File: src/rtl/recip_pll.sv
module recip_pll #(
  parameter int DT2 = 4
) (
  input  logic        clk,
  input  logic        rst_n,
  input  logic        upd_i,
  input  logic        ts_vld_i,
  input  logic [31:0] ts_i,
  input  logic [5:0]  shf_i,
  input  logic [5:0]  shp_i,
  output logic [31:0] phase_o,
  output logic [31:0] freq_o,
  output logic        res_vld_o,
  output logic        busy_o,
  output logic        cfg_err_o
);

  localparam int          PW   = 32 + DT2;
  localparam logic [31:0] MASK = 32'((64'd1 << DT2) - 64'd1);
  localparam logic [5:0]  DT2S = 6'(DT2);

  logic [1:0]  stage_q;
  logic [31:0] x_q, ff_q, f_q, y_q, dx_q;
  logic [63:0] prod_q;
  logic [5:0]  shf_q, shp_q;
  logic        vld_q, err_q;

  logic        accept, cfg_bad, take_ts;
  logic [63:0] rbias;
  logic [6:0]  pref_sh;
  logic [31:0] psig, pref, ff_nx, dt, yref;
  logic signed [31:0] perr, dy;

  assign accept  = upd_i && (stage_q == 2'd0);
  assign cfg_bad = (shf_i < DT2S) || (shp_i < DT2S);
  assign take_ts = ts_vld_i && !cfg_bad;

  assign rbias   = 64'd1 << (shf_q - 6'd1);
  assign psig    = 32'((prod_q + rbias) >> shf_q);
  assign pref_sh = 7'(PW) - {1'b0, shf_q};
  assign pref    = 32'(64'd1 << pref_sh);
  assign ff_nx   = ff_q + pref - psig;

  assign dt      = (-x_q) & MASK;
  assign yref    = (f_q >> DT2) * dt;
  assign perr    = yref - y_q;
  assign dy      = perr >>> (shp_q - DT2S);

  always_ff @(posedge clk or negedge rst_n) begin
    if (!rst_n) begin
      stage_q <= 2'd0;
      x_q     <= '0;
      ff_q    <= '0;
      f_q     <= '0;
      y_q     <= '0;
      dx_q    <= '0;
      prod_q  <= '0;
      shf_q   <= '0;
      shp_q   <= '0;
      vld_q   <= 1'b0;
      err_q   <= 1'b0;
    end else begin
      vld_q <= 1'b0;
      case (stage_q)
        2'd0: if (accept) begin
          y_q <= y_q + f_q;
          if (cfg_bad) err_q <= 1'b1;
          if (take_ts) begin
            dx_q    <= ts_i - x_q;
            x_q     <= ts_i;
            shf_q   <= shf_i;
            shp_q   <= shp_i;
            stage_q <= 2'd1;
          end else begin
            vld_q <= 1'b1;
          end
        end
        2'd1: begin
          prod_q  <= {32'd0, ff_q} * {32'd0, dx_q};
          stage_q <= 2'd2;
        end
        default: begin
          ff_q    <= ff_nx;
          f_q     <= ff_nx + dy;
          vld_q   <= 1'b1;
          stage_q <= 2'd0;
        end
      endcase
    end
  end

  assign phase_o   = y_q;
  assign freq_o    = f_q;
  assign res_vld_o = vld_q;
  assign busy_o    = (stage_q != 2'd0);
  assign cfg_err_o = err_q;

  p_adv_r2: assert property (@(posedge clk) disable iff (!rst_n)
    accept |=> phase_o == $past(phase_o + freq_o));

  p_hold_r3: assert property (@(posedge clk) disable iff (!rst_n)
    (accept && !take_ts) |=> (freq_o == $past(freq_o)) && res_vld_o);

  p_lat_r4: assert property (@(posedge clk) disable iff (!rst_n)
    (accept && take_ts) |=> busy_o ##1 (busy_o && !res_vld_o) ##1 (res_vld_o && !busy_o));

  p_drop_r6: assert property (@(posedge clk) disable iff (!rst_n)
    busy_o |=> $stable(phase_o));

  p_err_set_r7: assert property (@(posedge clk) disable iff (!rst_n)
    (accept && cfg_bad) |=> cfg_err_o);

  p_err_keep_r7: assert property (@(posedge clk) disable iff (!rst_n)
    cfg_err_o |=> cfg_err_o);

  p_vld_idle_r8: assert property (@(posedge clk) disable iff (!rst_n)
    res_vld_o |-> !busy_o);

endmodule

File: config.mk
export PLATFORM = sky130hd
export DESIGN_NAME = recip_pll
export DESIGN_NICKNAME = d
export VERILOG_FILES = /design/src/rtl/recip_pll.sv
export SDC_FILE = /design/constraint.sdc
export NUM_CORES = 2
export LEC_CHECK = 0
export ABC_AREA = 1
export BUFFER_PORTS_ARGS = -buffer_cell sky130_fd_sc_hd__buf_4
export CAP_MARGIN = 25
export CORE_AREA = 2 2 398 400
export DETAILED_ROUTE_END_ITERATION = 12
export DIE_AREA = 0 0 400 402
export PLACE_DENSITY = 0.57
export SYNTH_ARGS = -nofsm -noshare
export SYNTH_HDL_FRONTEND = slang
export SYNTH_SLANG_ARGS = --single-unit
File: constraint.sdc
create_clock -name clk -period 10.3 [get_ports clk]
set_clock_uncertainty 0.2 [all_clocks]
set_input_delay 0.515 -clock clk [delete_from_list [all_inputs] [get_ports clk]]
set_output_delay 0.515 -clock clk [all_outputs]
set_load 0.005 [all_outputs]
==> tab_implementation.tex <==
\begin{tabular}{lr}
\hline
Metric & Value \\
\hline
\multicolumn{2}{l}{\textbf{Run status}} \\
\quad Run status & complete, no violations \\
\multicolumn{2}{l}{\textbf{Clock network}} \\
\quad Clock root cell & clkbuf\_16 \\
\quad Setup bufs post-CTS & 0 \\
\quad Number of buffers inserted during clock tree synthesis & 34 \\
\quad Depth of the CTS H-tree & 2 \\
\quad Clock Latency Late Sink & 0.60 ns \\
\quad Clock net sink count & 240 \\
\quad Clock transition time at the flip-flop clock pins of the worst setup and hold paths & 0.06 ns \\
\quad Clock tree from TritonCTS & yes \\
\quad Clock buffer depth & 3 \\
\multicolumn{2}{l}{\textbf{Setup path}} \\
\quad Type of element capturing the critical path & flip-flop \\
\quad CP required & 10.58 ns \\
\quad Number of buffer and inverter instances along the worst setup path & 10 \\
\quad Critical path's most frequent cell & nand2\_1 \\
\quad Maximum fanout along the worst path & 9 \\
\quad Internal reg-to-reg setup slack & 0.55 ns \\
\quad Path depth of the worst reg2reg path & 54 \\
\quad Arrival @ worst endpoint & 10.03 ns \\
\quad Cell with the biggest individual delay on the critical path & dfrtp\_2 \\
\quad Largest incremental delay on the critical path & 0.49 ns \\
\quad CP top delay family & simple AND/OR/NAND/NOR gates \\
\quad Crit. path cell count & 54 \\
\quad Setup CP Type & flip-flop to flip-flop \\
\quad Critical Path Source Type & flip-flop \\
\multicolumn{2}{l}{\textbf{Cells and area}} \\
\quad Area of the multi-input gates & 0.05013 mm\^{}2 \\
\quad Layout overhead on the synthesized area & 9.895\% \\
\quad Number of filler instances in the final layout & 16430 \\
\quad Fraction of final layout cells sized beyond drive strength 1 & 0.06909 \\
\quad Storage element area & 0.006016 mm\^{}2 \\
\quad Number of nets in the finished design & 11070 \\
\multicolumn{2}{l}{\textbf{Hold path}} \\
\quad Depth of the worst hold-timing path & 3 \\
\quad Hold Crit Class & input port to flip-flop \\
\multicolumn{2}{l}{\textbf{Global routing}} \\
\quad Met3 global-route usage & 0.03960 \\
\quad Number of global-route vias before repair & 61850 \\
\quad Overflow after GRT & 0 \\
\quad Maximum number of pins on one net before global-route repair & 95 \\
\quad Number of antenna violations at the first check in global routing & 6 \\
\quad Global-route wire length before repair & 369300 um \\
\quad Met1 global-route usage & 0.4118 \\
\quad Met2 Resource Use GR & 0.4869 \\
\quad Gr usage total & 0.2997 \\
\quad Layer with the highest usage after global routing & met2 \\
\multicolumn{2}{l}{\textbf{STA}} \\
\quad Headroom to the max-slew limit & 0.2712 \\
\quad RSZ-0062 raised after global routing & no \\
\quad Fin crit period & 9.749 ns \\
\quad Timing-limited maximum frequency & 0.1026 GHz \\
\quad Number of endpoints failing setup at the final stage & 0 \\
\quad Slew @ Worst Pin & 1.093 ns \\
\quad Pins Over Slew Limit & 0 \\
\quad Setup total negative slack & 0 ns \\
\quad Fin crit share & 0.9465 \\
\quad Number of hold violations in the final report & 0 \\
\multicolumn{2}{l}{\textbf{Logic synthesis}} \\
\quad Mapped Nets & 10960 \\
\quad Most used flip-flop cell after synthesis & dfrtp\_1 \\
\quad Dominant cell type by area after synthesis & fa\_1 \\
\quad Top-count cell post-synth & nand2\_1 \\
\quad Number of flip-flops and latches in the synthesized netlist & 240 \\
\quad Post-synthesis async set-or-reset flop share & 1.000 \\
\quad Post-synth cell types & 70 \\
\quad Cell area after technology mapping & 0.06521 mm\^{}2 \\
\quad Number of enable-type register cells in the synthesized netlist & 0 \\
\quad Post-synth top cells & nand2\_1 (2897), inv\_1 (1981), fa\_1 (1012) \\
\quad Sequential cell area fraction in the yosys report & 0.09210 \\
\quad Cell count after synthesis & 9405 \\
\quad Proportion of netlist area held by the largest area contributor & 0.3107 \\
\quad Cells taking the most area after synthesis & fa\_1 (31\%), nand2\_1 (17\%), inv\_1 (11\%) \\
\quad Mean area per synthesized cell & 6.934 um\^{}2 \\
\quad Ys Warns & 0 \\
\multicolumn{2}{l}{\textbf{Route}} \\
\quad DR DRC count & 0 \\
\quad DRC marker count from the first detailed-route iteration & 4518 \\
\quad Detail-routed net length per standard cell & 20.49 um \\
\quad Drt first pass iters & 6 \\
\quad Antenna Violating Nets Remaining & 0 \\
\quad Vias per Instance & 5.210 \\
\quad Wire length reported by the detailed router & 237900 um \\
\quad Routed via count & 60500 \\
\multicolumn{2}{l}{\textbf{Place}} \\
\quad Quantity of I/O buffers inserted on ports & 114 \\
\quad DPL Wire Length & 199400 um \\
\quad Placer's final routability congestion estimate & 0.9948 \\
\multicolumn{2}{l}{\textbf{Job}} \\
\quad Max-cap violations & 0 \\
\multicolumn{2}{l}{\textbf{Die}} \\
\quad I/O Pins & 115 \\
\quad Die extent in x & 400 um \\
\quad Area inside the core boundary & 0.1571 mm\^{}2 \\
\quad Die Span Y & 402 um \\
\quad Die area & 0.1608 mm\^{}2 \\
\quad Core Rows & 146 \\
\quad Initial core utilization & 0.4151 \\
\hline
\end{tabular}
-- cell type report --
| type | instances | area share |
|---|---|---|
| Inverter | 2002 | 0.1049 |
| Antenna cell | 2 | 0.00006984 |
| Clock buffer | 43 | 0.01348 |
| Multi-Input combinational cell | 6735 | 0.6995 |
| Sequential cell | 240 | 0.08394 |
| Timing Repair Buffer | 501 | 0.05838 |
| Tap cell | 2072 | 0.03618 |
| Clock inverter | 17 | 0.003527 |
-- stage by stage --
step	hold WS [ns]	instance area, um^2	utilization	setup slack [ns]	cells
floorplan	0.01941	65210	-	1.641	9405
global placement	0.2575	69660	0.4434	0.4268	11500
detailed placement	0.2558	69800	0.4443	0.5082	11500
CTS	0.008835	71420	0.4546	0.4743	11600
global route	0.03633	71660	0.4562	0.008185	11610
finish	0.03065	71670	0.4562	0.5509	11610
-- cell usage in the layout (no fill, tap or decap), types with 40 or more instances in the layout --
cell	instances
o21ai_1	62
dfrtp_1	232
nor3_1	45
a21oi_1	380
dlygate4sd3_1	40
xor2_1	89
inv_1	1980
ha_1	495
buf_4	440
o21ai_0	342
a31oi_1	50
nand3_1	516
fa_1	1012
xnor2_1	70
nor2_1	423
nand2_1	2895
or2_2	44
-- routing by layer --
layer  up-vias  routed length, um
met5         -                 12
met4         2               8844
met3       422              14540
met2      1832             110000
met1     29700             104500
li1      28540                  -
-- worst reg2reg max path: cells and delay by family (launching register included) --
family | cells | cell delay (ns)
and+or+nand+nor | 26 | 3.45
buffers and inverters | 10 | 1.26
DFF | 1 | 0.49
AOI/OAI and AO/OA | 12 | 2.37
adders and majority gates | 5 | 1.68
xor gates and xnor gates | 1 | 0.17
-- timing repair --
item                                    4_1_cts  5_1_grt
gates resized for setup                       0       18
endpoints found under the hold margin       106        0
endpoints found under the setup margin        0        3
hold buffers                                 40        0
-- sequential cells by signal, indices dropped and copies added, names as in the netlist --
signal	flops
shf_q	6
shp_q	6
ff_q	32
phase_o	32
dx_q	32
x_q	32
prod_q	64
stage_q	2
res_vld_o	1
cfg_err_o	1
freq_o	32
-- kinds of logic after synthesis --
family / share of synthesized area
mux: 0.002015
buf+inv: 0.1404
simple gates: 0.2509
compound gates: 0.08557
flops: 0.09210
xor+xnor: 0.02274
fa+ha+maj: 0.4062
-- path summary, 6_finish.rpt --
check	from	to
min	ts_i[30]	x_q[30]
max	shf_q[1]	freq_o[31]
max in group asynchronous	rst_n	dx_q[30]
min in group asynchronous	rst_n	shf_q[1]
max reg2reg	shf_q[1]	freq_o[31]
min reg2reg	cfg_err_o	cfg_err_o
Power is not shown: default switching activity piles up to over one toggle a cycle in this logic, so the estimate is an artifact.
